--- src/rtl/dlc_pkg.sv ---
package dlc_pkg;

    // State of one register slice: stored bit and last sampled clock source
    typedef struct packed {
        logic q;
        logic clk_prev;
    } slice_state_t;

    // Next-state decision made for one slice in a given cycle
    typedef enum logic [2:0] {
        ACT_HOLD,
        ACT_CLEAR,
        ACT_PRELOAD,
        ACT_PRESET,
        ACT_LOAD,
        ACT_TOGGLE
    } slice_act_e;

endpackage

--- src/rtl/dlc_reg_slice.sv ---
module dlc_reg_slice
    import dlc_pkg::*;
(
    input  logic clk,
    input  logic rst_n,
    input  logic d_in,
    input  logic toggle_mode,
    input  logic pin_clk_sel,
    input  logic clk_term,
    input  logic clk_pin,
    input  logic clr,
    input  logic preset,
    input  logic preload_hit,
    input  logic preload_data,
    output logic q_out
);

    slice_state_t st_d, st_q;
    slice_act_e   act;
    logic         clk_src;
    logic         clk_event;

    always_comb begin
        clk_src   = pin_clk_sel ? clk_pin : clk_term;
        clk_event = clk_src & ~st_q.clk_prev;

        if (clr)              act = ACT_CLEAR;
        else if (!clk_event)  act = ACT_HOLD;
        else if (preload_hit) act = ACT_PRELOAD;
        else if (preset)      act = ACT_PRESET;
        else if (toggle_mode) act = ACT_TOGGLE;
        else                  act = ACT_LOAD;

        st_d          = st_q;
        st_d.clk_prev = clk_src;
        case (act)
            ACT_CLEAR:   st_d.q = 1'b0;
            ACT_PRELOAD: st_d.q = preload_data;
            ACT_PRESET:  st_d.q = 1'b1;
            ACT_TOGGLE:  st_d.q = st_q.q ^ d_in;
            ACT_LOAD:    st_d.q = d_in;
            default:     st_d.q = st_q.q;
        endcase
    end

    always_ff @(posedge clk or negedge rst_n) begin
        if (!rst_n) st_q <= '0;
        else        st_q <= st_d;
    end

    // Clear masks the feedback in the same cycle it rises
    assign q_out = st_q.q & ~clr;

endmodule

--- src/rtl/dlc_out_path.sv ---
module dlc_out_path #(
    parameter int NUM_REGS = 2
) (
    input  logic [NUM_REGS-1:0] sum_term,
    input  logic                reg_q,
    input  logic                cfg_registered,
    input  logic                cfg_merge,
    input  logic                cfg_invert,
    input  logic                oe_term,
    output logic                merged_sum,
    output logic                pad_out,
    output logic                pad_oe
);

    logic comb_src;
    logic sel_src;

    always_comb begin
        merged_sum = |sum_term;
        comb_src   = cfg_merge ? merged_sum : sum_term[0];
        sel_src    = cfg_registered ? reg_q : comb_src;
        pad_out    = sel_src ^ cfg_invert;
        pad_oe     = oe_term;
    end

endmodule

--- src/rtl/dual_reg_logic_cell.sv ---
module dual_reg_logic_cell #(
    parameter int NUM_REGS = 2,
    localparam int SELW = (NUM_REGS > 1) ? $clog2(NUM_REGS) : 1
) (
    input  logic                clk,
    input  logic                rst_n,
    input  logic [NUM_REGS-1:0] sum_term,
    input  logic [NUM_REGS-1:0] clk_term,
    input  logic [NUM_REGS-1:0] clr_term,
    input  logic                clk_pin,
    input  logic                preset_term,
    input  logic                oe_term,
    input  logic                preload_en,
    input  logic [SELW-1:0]     preload_sel,
    input  logic                pad_in,
    input  logic [NUM_REGS-1:0] cfg_toggle,
    input  logic [NUM_REGS-1:0] cfg_pin_clk,
    input  logic                cfg_registered,
    input  logic                cfg_merge,
    input  logic                cfg_invert,
    output logic                pad_out,
    output logic                pad_oe,
    output logic [NUM_REGS-1:0] fb_reg,
    output logic                fb_pad
);

    logic                merged_sum;
    logic [NUM_REGS-1:0] d_vec;
    logic [NUM_REGS-1:0] pl_hit;

    dlc_out_path #(.NUM_REGS(NUM_REGS)) u_out (
        .sum_term       (sum_term),
        .reg_q          (fb_reg[0]),
        .cfg_registered (cfg_registered),
        .cfg_merge      (cfg_merge),
        .cfg_invert     (cfg_invert),
        .oe_term        (oe_term),
        .merged_sum     (merged_sum),
        .pad_out        (pad_out),
        .pad_oe         (pad_oe)
    );

    for (genvar i = 0; i < NUM_REGS; i++) begin : g_slice
        if (i == 0) begin : g_first
            assign d_vec[i] = cfg_merge ? merged_sum : sum_term[i];
        end else begin : g_rest
            assign d_vec[i] = sum_term[i];
        end
        assign pl_hit[i] = preload_en && (preload_sel == SELW'(i));

        dlc_reg_slice u_reg (
            .clk          (clk),
            .rst_n        (rst_n),
            .d_in         (d_vec[i]),
            .toggle_mode  (cfg_toggle[i]),
            .pin_clk_sel  (cfg_pin_clk[i]),
            .clk_term     (clk_term[i]),
            .clk_pin      (clk_pin),
            .clr          (clr_term[i]),
            .preset       (preset_term),
            .preload_hit  (pl_hit[i]),
            .preload_data (pad_in),
            .q_out        (fb_reg[i])
        );
    end

    assign fb_pad = pad_in;

endmodule

--- config.mk ---
export PLATFORM = sky130hd
export DESIGN_NAME = dual_reg_logic_cell
export DESIGN_NICKNAME = d
export VERILOG_FILES = /design/src/rtl/dlc_pkg.sv /design/src/rtl/dlc_reg_slice.sv /design/src/rtl/dlc_out_path.sv /design/src/rtl/dual_reg_logic_cell.sv
export SDC_FILE = /design/constraint.sdc
export NUM_CORES = 1
export LEC_CHECK = 0
export ABC_CLOCK_PERIOD_IN_PS = 1800
export BUFFER_PORTS_ARGS = -buffer_cell sky130_fd_sc_hd__buf_2
export CAP_MARGIN = 20
export CORE_AREA = 2 2 39 41
export CTS_CLUSTER_SIZE = 20
export DETAILED_ROUTE_END_ITERATION = 10
export DIE_AREA = 0 0 41 43
export HOLD_SLACK_MARGIN = 0.08
export PLACE_DENSITY = 0.63
export SYNTH_ARGS = -nofsm -noshare
export SYNTH_HDL_FRONTEND = slang
export SYNTH_SLANG_ARGS = --single-unit
--- constraint.sdc ---
create_clock -name clk -period 1.8 [get_ports clk]
set_input_delay 0.36 -clock clk [delete_from_list [all_inputs] [get_ports clk]]
set_output_delay 0.36 -clock clk [all_outputs]
set_load 0.01 [all_outputs]
# == After elaboration in Yosys (flattened, before gate mapping) ==
# Cells that the tools add are included.
# word_totals
ram_bits,0
mem_count,0
romBits,0
ff_bits,4
inputBits,21
latchBits,0
wordCells,47
# classes
n_mux,16
n_div,0
n_eq_ne,10
magnitude_cmp,0
mul,0
bitwise_logic,12
shifts,0
addsub,0
n_reduce_logical,5
# op_table
cell,count
$mux W3,8
$eq A3 B2 Y1 const B,4
$eq A3 B3 Y1 const B,4
$pmux W1 S5,2
$reduce_bool A5 Y1,2
$eq A3 B1 Y1 const B,2
$mux W1,6
$not A1 Y1,5
$and A1 B1 Y1,4
$xor A1 B1 Y1,3
$logic_and A1 B1 Y1,2
$reduce_or A2 Y1,1

# == Depth between registers and ports, before layout ==
# depth
word_depth,7
mapped_depth,4

# == Modules after synthesis ==
# From an unflattened synthesis, not the netlist that was laid out.
# unflattened
hier_cells,34
hier_area_um2,326.6
# by_module_without_submodules
mod,instances,seq_area_each_um2,cells_per_inst,area_each_um2
dlc_reg_slice,2,50.0,12,123.9
dlc_out_path,1,0.0,6,43.8
dual_reg_logic_cell,1,0.0,4,35.0

# == Least setup slack after synthesis ==
# OpenSTA, ideal clock, no wires.
# synth_timing
kind,in2out
from,in clr_term[0]
to,out pad_out
slack_ns,0.484
arrival_ns,0.956
cell_stages,4
path_buffers,0
path_cell_list,and2b_1 nor2_1 a21oi_1 xor2_1
# synth_via
elab_chain_cells,4
# synth_lines
element,line,text
"start, declared",dual_reg_logic_cell.sv:9,"input logic [NUM_REGS-1:0] clr_term,"
$not A1 Y1,dlc_reg_slice.sv:52,assign q_out = st_q.q & ~clr;
$and A1 B1 Y1,dlc_reg_slice.sv:52,
$mux W1,dlc_out_path.sv:21,sel_src = cfg_registered ? reg_q : comb_src;
$xor A1 B1 Y1,dlc_out_path.sv:22,pad_out = sel_src ^ cfg_invert;
"end, declared",dual_reg_logic_cell.sv:21,"output logic pad_out,"
# No other way between the ends.

# == Final worst setup path ==
# layout_timing
from,reg g_slice[0].u_reg.st_q[1] in the netlist's numbering
to,out pad_out
# layout_via
elab_chain_cells,3
# layout_lines
element,line,text
"start, declared",dlc_reg_slice.sv:18,"slice_state_t st_d, st_q;"
"start signal, assigned",dlc_reg_slice.sv:48,else st_q <= st_d;
$and A1 B1 Y1,dlc_reg_slice.sv:52,
$mux W1,dlc_out_path.sv:21,
$xor A1 B1 Y1,dlc_out_path.sv:22,
# No other way between the ends.

==> metrics.md <==
| Metric | Value |
|---|---|
| Mean Syn Cell Area | ~8.9 um2 |
| PD cells | ~630 nW/um2 |
| Final Max Slew Viols | 0 |
| Max reg flops | 4 |
| Final min period | 1.53 ns |
| Postcts setup bufs | 0 |
| Iteration-0 DRC Markers | 2 |
| Average wire per standard cell | around 8.4 um |
| HPWL after DPL | 541 um |
| Initial antenna violation count | 0 |
| Multi-input logic area | 158 um2 |
| TritonCTS clock tree | done |
| Cells after Synth | 34 |
| Vias/cell | between 4 and 5 |
| Sequential share of the synthesized area | roughly a third |
| Antenna viol nets, final | 0 |
| Met3 wire length | ~93 um |
| DRC viols | 0 |
| Initial Util | 21.9% |
| Finished Layout Cells | 73 |
| Final setup viols | 0 |
| Clk sinks | 4 |
| Yosys warns | 0 |
| Antenna diodes | 0 |
| Met2 routed WL | 271 um |
| First-pass GRT wire length | about 900 um |
| Top Ports | 26 |
| Die footprint | around 1800 um2 |
| Clock Skew | 0.0000136 ns |
| Core ar. | around 1400 um2 |
| Hold/Removal Path Class | input pin to register |
| Worst stage delay on the critical path | ~0.37 ns |
| Final Cycle Share | 84.9% |
| Syn nets | 55 |
| Biggest registers after layout | g_slice.u_reg.st_q: 4 flops |
| Synthesized cell area | approximately 300 um2 |
| Clock latency on the worst-skew pair | 0.23 ns |
| CP Max Fanout | 3 |
| Clock-pin slew on the worst setup and hold paths | 0.03 ns |
| TritonCTS buffer count | 3 |
| Setup total negative slack | 0 ns |
| Worst setup startpoint | g_slice[0].u_reg.st_q[1] |
| Final nets | 80 |
| Area Overhead vs Synth | 45.5% |
| Seq. cell area | ~100 um2 |
| Placed instance area | slightly above 400 um2 |
| Via count | ~300 |
| Grt ovf | 0 |
| Max layer used | met3 |
| Post-CTS Hold Fix Bufs | 1 |
| FF+latch count, synth | 4 |
| Filler Cells Inserted | around 150 |
| H-tree levels | 1 |
| Post-CTS Resized | 0 |
| Synth cell types | 17 |
| Pin count of the biggest net entering global routing | 5 |
| Design Power | between 200 and 300 uW |
| CP Capture Type | primary output |
| Critical path's slowest cell | dfrtp_1 |
| Hold path startpoint | clr_term[0] |
| Clk buf depth | 2 |
| Die H | about 43 um |
| Register with the most flip-flops | g_slice.u_reg.st_q |
| Final hold violation count | 0 |
| Status | complete, no violations |
| Vias in the first global route | between 200 and 300 |
| Critical Path RT | 1.44 ns |
| Share of cells above drive strength 1 | 49.1% |
| Drt pass-1 iters | 2 |
| Static leakage | 0.000241 uW |
| # port buffers | 23 |
| Post-Layout Inst Area | around 440 um2 |
| Total GRT Usage | 7.75% |
| Routability Congestion | 0.670 |
| Fmax | ~650 MHz |
| Wl on met1 | between 200 and 300 um |
| Die W | 41 um |
| Critical path class | register to primary output |
| CP Launch Type | register |
| Max-cap violations | 0 |
| Final wirelength | 616 um |
| Critical Path AT | approximately 1.2 ns |
| Clock root cell | clkbuf_4 |
| Rows | 14 |
| RSZ-0062 raised after global routing | no |
| R2R Path Start | g_slice[1].u_reg.st_q[1] |
| Slew HR | between 70% and 80% |
| Slew @ Worst Pin | 0.300 ns |
| # placed instances | a little under 70 |
| CP cell instances | and2b_1 -> nor2_1 -> a21oi_1 -> xor2_1 -> buf_2 |
| Worst VDD drop | between 0.0002 and 0.00025 V |
-- synthesized netlist by cell type --
cell,instances,area share (%)
nor3_1,1,1.7
and2b_1,1,2.5
o31ai_1,1,2.5
a21oi_1,3,5.0
nor2_1,1,1.2
buf_4,4,9.9
o21ai_0,2,3.3
dfrtp_1,4,33
mux2i_1,2,6.6
nand2_1,2,2.5
a32o_1,1,3.3
nor3b_1,1,2.5
a21oi_2,1,2.9
nor2b_1,2,4.1
xor2_1,3,8.7
inv_1,4,5.0
o41ai_2,1,5.4
-- critical path: cells and delay by family (launching register included) --
kind	cells	cell delay, ns
compound gates	1	0.05
xor+xnor	1	0.13
buf+inv	1	0.14
flops	1	0.37
simple gates	2	0.25
-- metal layers --
layer / GRT usage [%] / vias up
li1: - / 159
met1: 7.79 / 119
met2: 11.9 / 18
met3: 3.14 / 0
met4: 6.00 / 0
met5: 0 / -
-- layout by cell type (no fill, tap or decap), types with 2 or more instances in the layout --
master / count
nor2b_1: 2
o21ai_0: 2
mux2i_1: 2
a21oi_1: 3
inv_1: 4
xor2_1: 3
buf_2: 23
clkbuf_4: 3
nand2_1: 2
dfrtp_1: 4
-- power by group --
group / switching, uW / internal, uW
combinational: 31.4 / 36.5
sequential: 3.54 / 97.5
clock: 34.7 / 74.5
total: 69.7 / 208
-- kinds of logic (layout without fill, tap and decap cells) --
kind of cell | after synthesis | in the layout | synth area share [%]
multiplexers | 2 | 2 | 6.61
AO/OA/AOI/OAI | 9 | 9 | 22.3
flip-flops | 4 | 4 | 33.1
XOR/XNOR | 3 | 3 | 8.68
buffers and inverters | 8 | 31 | 14.9
AND/OR/NAND/NOR | 8 | 8 | 14.5
-- through the flow --
step / util, % / worst slack, ns / hold WS [ns]
5_1_grt: 31.8 / 0.155 / 0.289
3_5_place_dp: 29.5 / 0.324 / 0.169
6_report: 31.8 / 0.271 / 0.291
3_3_place_gp: 29.5 / 0.332 / 0.166
2_1_floorplan: - / 0.484 / 0.0644
4_1_cts: 31.8 / 0.254 / 0.287
-- final cells by class --
cell class | instances | share of cell area [%]
timing repair buffer | 24 | 28.4
sequential | 4 | 22.7
clock buffer | 3 | 5.11
multi-input combinational | 22 | 35.8
inverter | 4 | 3.41
tap | 16 | 4.55
-- final timing paths --
kind                       cells after the start  slack, ns                        to
setup / recovery                               5       0.27                   pad_out
hold / removal                                 2       0.29  g_slice[0].u_reg.st_q[1]
setup reg to reg                               4       0.77  g_slice[1].u_reg.st_q[1]
hold reg to reg                                1       0.47  g_slice[1].u_reg.st_q[1]
max in group asynchronous                      2       1.23  g_slice[0].u_reg.st_q[1]
min in group asynchronous                      2       0.45  g_slice[1].u_reg.st_q[0]
(Power assumes the default switching activity.)
